===== src/rtl/hzc_pkg.sv =====
package hzc_pkg;

  typedef enum logic [1:0] {
    SEL_REGFILE = 2'b00,
    SEL_WB_RES  = 2'b01,
    SEL_MEM_RES = 2'b10
  } opnd_sel_e;

endpackage


===== src/rtl/hzc_src_match.sv =====
module hzc_src_match #(
  parameter int AW = 5
) (
  input  logic [AW-1:0] src,
  input  logic [AW-1:0] dst,
  input  logic          wr,
  output logic          hit
);

  localparam logic [AW-1:0] ZERO_REG = '0;

  logic dst_live;

  // A destination of register 0 never carries a usable result.
  always_comb begin
    dst_live = wr && (dst != ZERO_REG);
    hit      = dst_live && (dst == src);
  end

endmodule


===== src/rtl/hzc_bypass_sel.sv =====
module hzc_bypass_sel
  import hzc_pkg::*;
#(
  parameter int AW = 5
) (
  input  logic [AW-1:0] src,
  input  logic [AW-1:0] mem_rd,
  input  logic          mem_wr_en,
  input  logic [AW-1:0] wb_rd,
  input  logic          wb_wr_en,
  output opnd_sel_e     sel
);

  logic mem_hit;
  logic wb_hit;

  hzc_src_match #(.AW(AW)) u_mem_cmp (
    .src (src),
    .dst (mem_rd),
    .wr  (mem_wr_en),
    .hit (mem_hit)
  );

  hzc_src_match #(.AW(AW)) u_wb_cmp (
    .src (src),
    .dst (wb_rd),
    .wr  (wb_wr_en),
    .hit (wb_hit)
  );

  // The younger producer wins: its value supersedes the older one.
  always_comb begin
    if (mem_hit)     sel = SEL_MEM_RES;
    else if (wb_hit) sel = SEL_WB_RES;
    else             sel = SEL_REGFILE;
  end

endmodule


===== src/rtl/hzc_loaduse.sv =====
module hzc_loaduse #(
  parameter int AW   = 5,
  parameter int NSRC = 2
) (
  input  logic               ld_en,
  input  logic [AW-1:0]      ld_rd,
  input  logic [NSRC*AW-1:0] srcs,
  output logic               stall
);

  logic [NSRC-1:0] src_hit;

  for (genvar g = 0; g < NSRC; g++) begin : g_src
    hzc_src_match #(.AW(AW)) u_cmp (
      .src (srcs[g*AW +: AW]),
      .dst (ld_rd),
      .wr  (ld_en),
      .hit (src_hit[g])
    );
  end

  always_comb stall = |src_hit;

endmodule


===== src/rtl/pipe_hazard_ctl.sv =====
module pipe_hazard_ctl
  import hzc_pkg::*;
#(
  parameter int AW = 5
) (
  input  logic [AW-1:0] ex_rs1,
  input  logic [AW-1:0] ex_rs2,
  input  logic [AW-1:0] mem_rd,
  input  logic          mem_wr_en,
  input  logic [AW-1:0] wb_rd,
  input  logic          wb_wr_en,
  input  logic [AW-1:0] ex_rd,
  input  logic          ex_is_load,
  input  logic [AW-1:0] id_rs1,
  input  logic [AW-1:0] id_rs2,
  output logic [1:0]    alu_a_sel,
  output logic [1:0]    alu_b_sel,
  output logic          idex_bubble,
  output logic          pc_en,
  output logic          ifid_en
);

  localparam int NOPS = 2;

  logic [AW-1:0] ex_src [NOPS];
  opnd_sel_e     op_sel [NOPS];
  logic          ld_stall;

  always_comb begin
    ex_src[0] = ex_rs1;
    ex_src[1] = ex_rs2;
  end

  for (genvar k = 0; k < NOPS; k++) begin : g_opnd
    hzc_bypass_sel #(.AW(AW)) u_sel (
      .src       (ex_src[k]),
      .mem_rd    (mem_rd),
      .mem_wr_en (mem_wr_en),
      .wb_rd     (wb_rd),
      .wb_wr_en  (wb_wr_en),
      .sel       (op_sel[k])
    );
  end

  hzc_loaduse #(.AW(AW), .NSRC(NOPS)) u_ldu (
    .ld_en (ex_is_load),
    .ld_rd (ex_rd),
    .srcs  ({id_rs2, id_rs1}),
    .stall (ld_stall)
  );

  always_comb begin
    alu_a_sel   = op_sel[0];
    alu_b_sel   = op_sel[1];
    idex_bubble = ld_stall;
    pc_en       = ~ld_stall;
    ifid_en     = ~ld_stall;
  end

endmodule


===== config.mk =====
export PLATFORM = sky130hd
export DESIGN_NAME = pipe_hazard_ctl
export DESIGN_NICKNAME = d
export VERILOG_FILES = /design/src/rtl/hzc_pkg.sv /design/src/rtl/hzc_src_match.sv /design/src/rtl/hzc_bypass_sel.sv /design/src/rtl/hzc_loaduse.sv /design/src/rtl/pipe_hazard_ctl.sv
export SDC_FILE = /design/constraint.sdc
export NUM_CORES = 1
export LEC_CHECK = 0
export BUFFER_PORTS_ARGS = -buffer_cell sky130_fd_sc_hd__buf_4
export CAP_MARGIN = 20
export CORE_AREA = 4 4 41 43
export DETAILED_ROUTE_END_ITERATION = 7
export DIE_AREA = 0 0 45 47
export GPL_TIMING_DRIVEN = 0
export PLACE_DENSITY = 0.75
export SLEW_MARGIN = 25
export SYNTH_ARGS = -nofsm -noshare
export SYNTH_HDL_FRONTEND = slang
export SYNTH_SLANG_ARGS = --single-unit

===== constraint.sdc =====
create_clock -name vclk -period 3.05
set_clock_uncertainty 0.15 [all_clocks]
set_input_delay 0.305 -clock vclk [all_inputs]
set_output_delay 0.305 -clock vclk [all_outputs]
set_load 0.02 [all_outputs]

==> metrics.txt <==
status=finished, final reports clean; initial antenna violation count=0; number of global-route vias before repair=531; Filler cells=142; post-cts resize count=0; Final min period=about 2.1 ns; DIE WIDTH=~45 µm; cell mode on critical path=buf_4; drt initial violations=2; Psw=0.00004107 W; Hold Violations, Final=0; fin crit share=70.14%; Final HPWL DP=roughly 1.3 mm; Final Util=about three fifths; Mapped Area=roughly 430 µm²; CORE AREA=around 0.0013 mm²; GPL Wtd Cong=~0.76; sw frac=between 40% and 50%; GRT Total Usage=13.77%; commonest non-fill, non-tap cells in the layout=buf_4, xnor2_1, xor2_1; register area=0 µm²; cell area after placement=between 700 and 800 µm²; Post-Syn Area per Cell=8.027 µm²; Max Clk Rate=467.5 MHz; Cells after Synth=53; Slew HR=between 60% and 70%; slowest stage cell, crit path=or4_1; Power Internal=0.00006138 W; synth top area cells=xnor2_1, xor2_1, or4_1; max-cap violations=0; total power=about 0.0001 W; final non-filler cell area=around 800 µm²; crit path cell chain=buf_4 > or4_1 > o21ai_2 > nor4_1 > nor4_2 > buf_4; WL final=about 1.4 mm; first-pass GRT wire length=approximately 2.2 mm; global route total overflow=0; Vias/cell=4.735; Gate power share=100.0%; IO Port Bufs=45; CP max FO=3; syn_nets=91; DRC viols=0; remaining antenna violation count after routing=0; Crit path largest cell delay=0.53 ns; clock share of power=0%; PD cells=approximately 130 mW/mm²; sequential power share=0%; most common cell after layout, fill and taps aside=buf_4; clock buffers=0; Yosys top cell by area=xnor2_1; # hold bufs at CTS=0; WP data arrival=~1.7 ns; Synth-to-Final Area Change=83.82%; crit end category=primary output; Req. time, crit path=approximately 2.6 ns; peak supply drop=about 0.070 mV; Leak=between 0.3 and 0.4 nW; via count=535; largest net degree at the start of global routing=5; final setup vio count=0; Nets=about 140; number of distinct library cells after synthesis=13; Yosys Warn Count=0; Worst Tran Pin Value=about 0.46 ns; Post-CTS Repair Setup Buffers=0; diode count=0; Initial Util=roughly a third; post-synthesis sequential area ratio=0%; die area=approximately 0.0021 mm²; RSZ-0062 raised after global routing=false; Hold Path Class=input pin to primary output; drt pass-1 iters=2; Die Ht=47 µm; num rows=13; CP Launch Type=input pin; Max Transition Viols Final=0; share of post-route cells with drive strength above 1=a little over half; sequential cell count=0; routed length per instance=roughly 12 µm; top-area cell type share of the netlist area=roughly 33%; Sum Neg Setup Slack=0 ns; I/O Pins=45; Setup CP Type=input pin to primary output
-- cells by family (layout without fill, tap and decap cells) --
| logic type | count (synthesis) | in the layout | share of synthesized area, % |
|---|---|---|---|
| AOI/OAI and AO/OA | 5 | 5 | 8.824 |
| xor gates and xnor gates | 30 | 30 | 61.76 |
| buffers and inverters | 3 | 48 | 5.294 |
| and+or+nand+nor | 15 | 15 | 24.12 |
-- path summary, 6_finish.rpt --
check             startpoint           end  cells after the start  slack, ns
setup / recovery   mem_rd[0]  alu_b_sel[0]                      6       0.91
hold / removal    ex_is_load   idex_bubble                      3       0.81
-- worst max-delay path, delay by kind of cell --
family / cells / cell delay (ns)
compound gates: 1 / 0.15
buf+inv: 2 / 0.31
simple gates: 3 / 0.92
-- metal layers --
layer	up-vias	global-route usage (%)	routed length [µm]	share of wire [%]
li1	278	-	-	-
met1	232	18.43	566	41
met2	25	25.71	708	51
met3	0	0.7663	120	8.6
met4	0	0	0	0
met5	-	0	0	0
-- through the flow --
step | cells | setup slack [ns] | hold WS [ns]
after floorplan | 53 | 1.028 | 0.6159
after global placement | 113 | 0.9534 | 0.7978
after detailed placement | 113 | 0.8887 | 0.8033
after CTS | 113 | 0.8935 | 0.8074
after global routing | 113 | 0.8504 | 0.8158
final | 113 | 0.9109 | 0.8062
-- area by class of cell --
class / count / area, µm² / area share [%]
Tap cell: 15 / 18.77 / 2.400
Timing Repair Buffer: 45 / 337.8 / 43.20
Buffer: 3 / 22.52 / 2.880
Multi-Input combinational cell: 50 / 402.9 / 51.52
-- Yosys cell counts (all sizes together) --
cell and instances:
nor4 4, xnor2 16, o22ai 1, nand3 4, or4 5, buf 3
xor2 14, o211a 1, nand2 2, o21ai 2, o211ai 1
-- power groups by stage --
stage          clock [W]  combinational, W  sequential [W]
5_1_grt                0          0.000112               0
4_1_cts                0          0.000103               0
3_3_place_gp           0          0.000101               0
2_1_floorplan          0         0.0000434               0
3_5_place_dp           0          0.000103               0
6_report               0          0.000102               0
(Power assumes the default switching activity.)
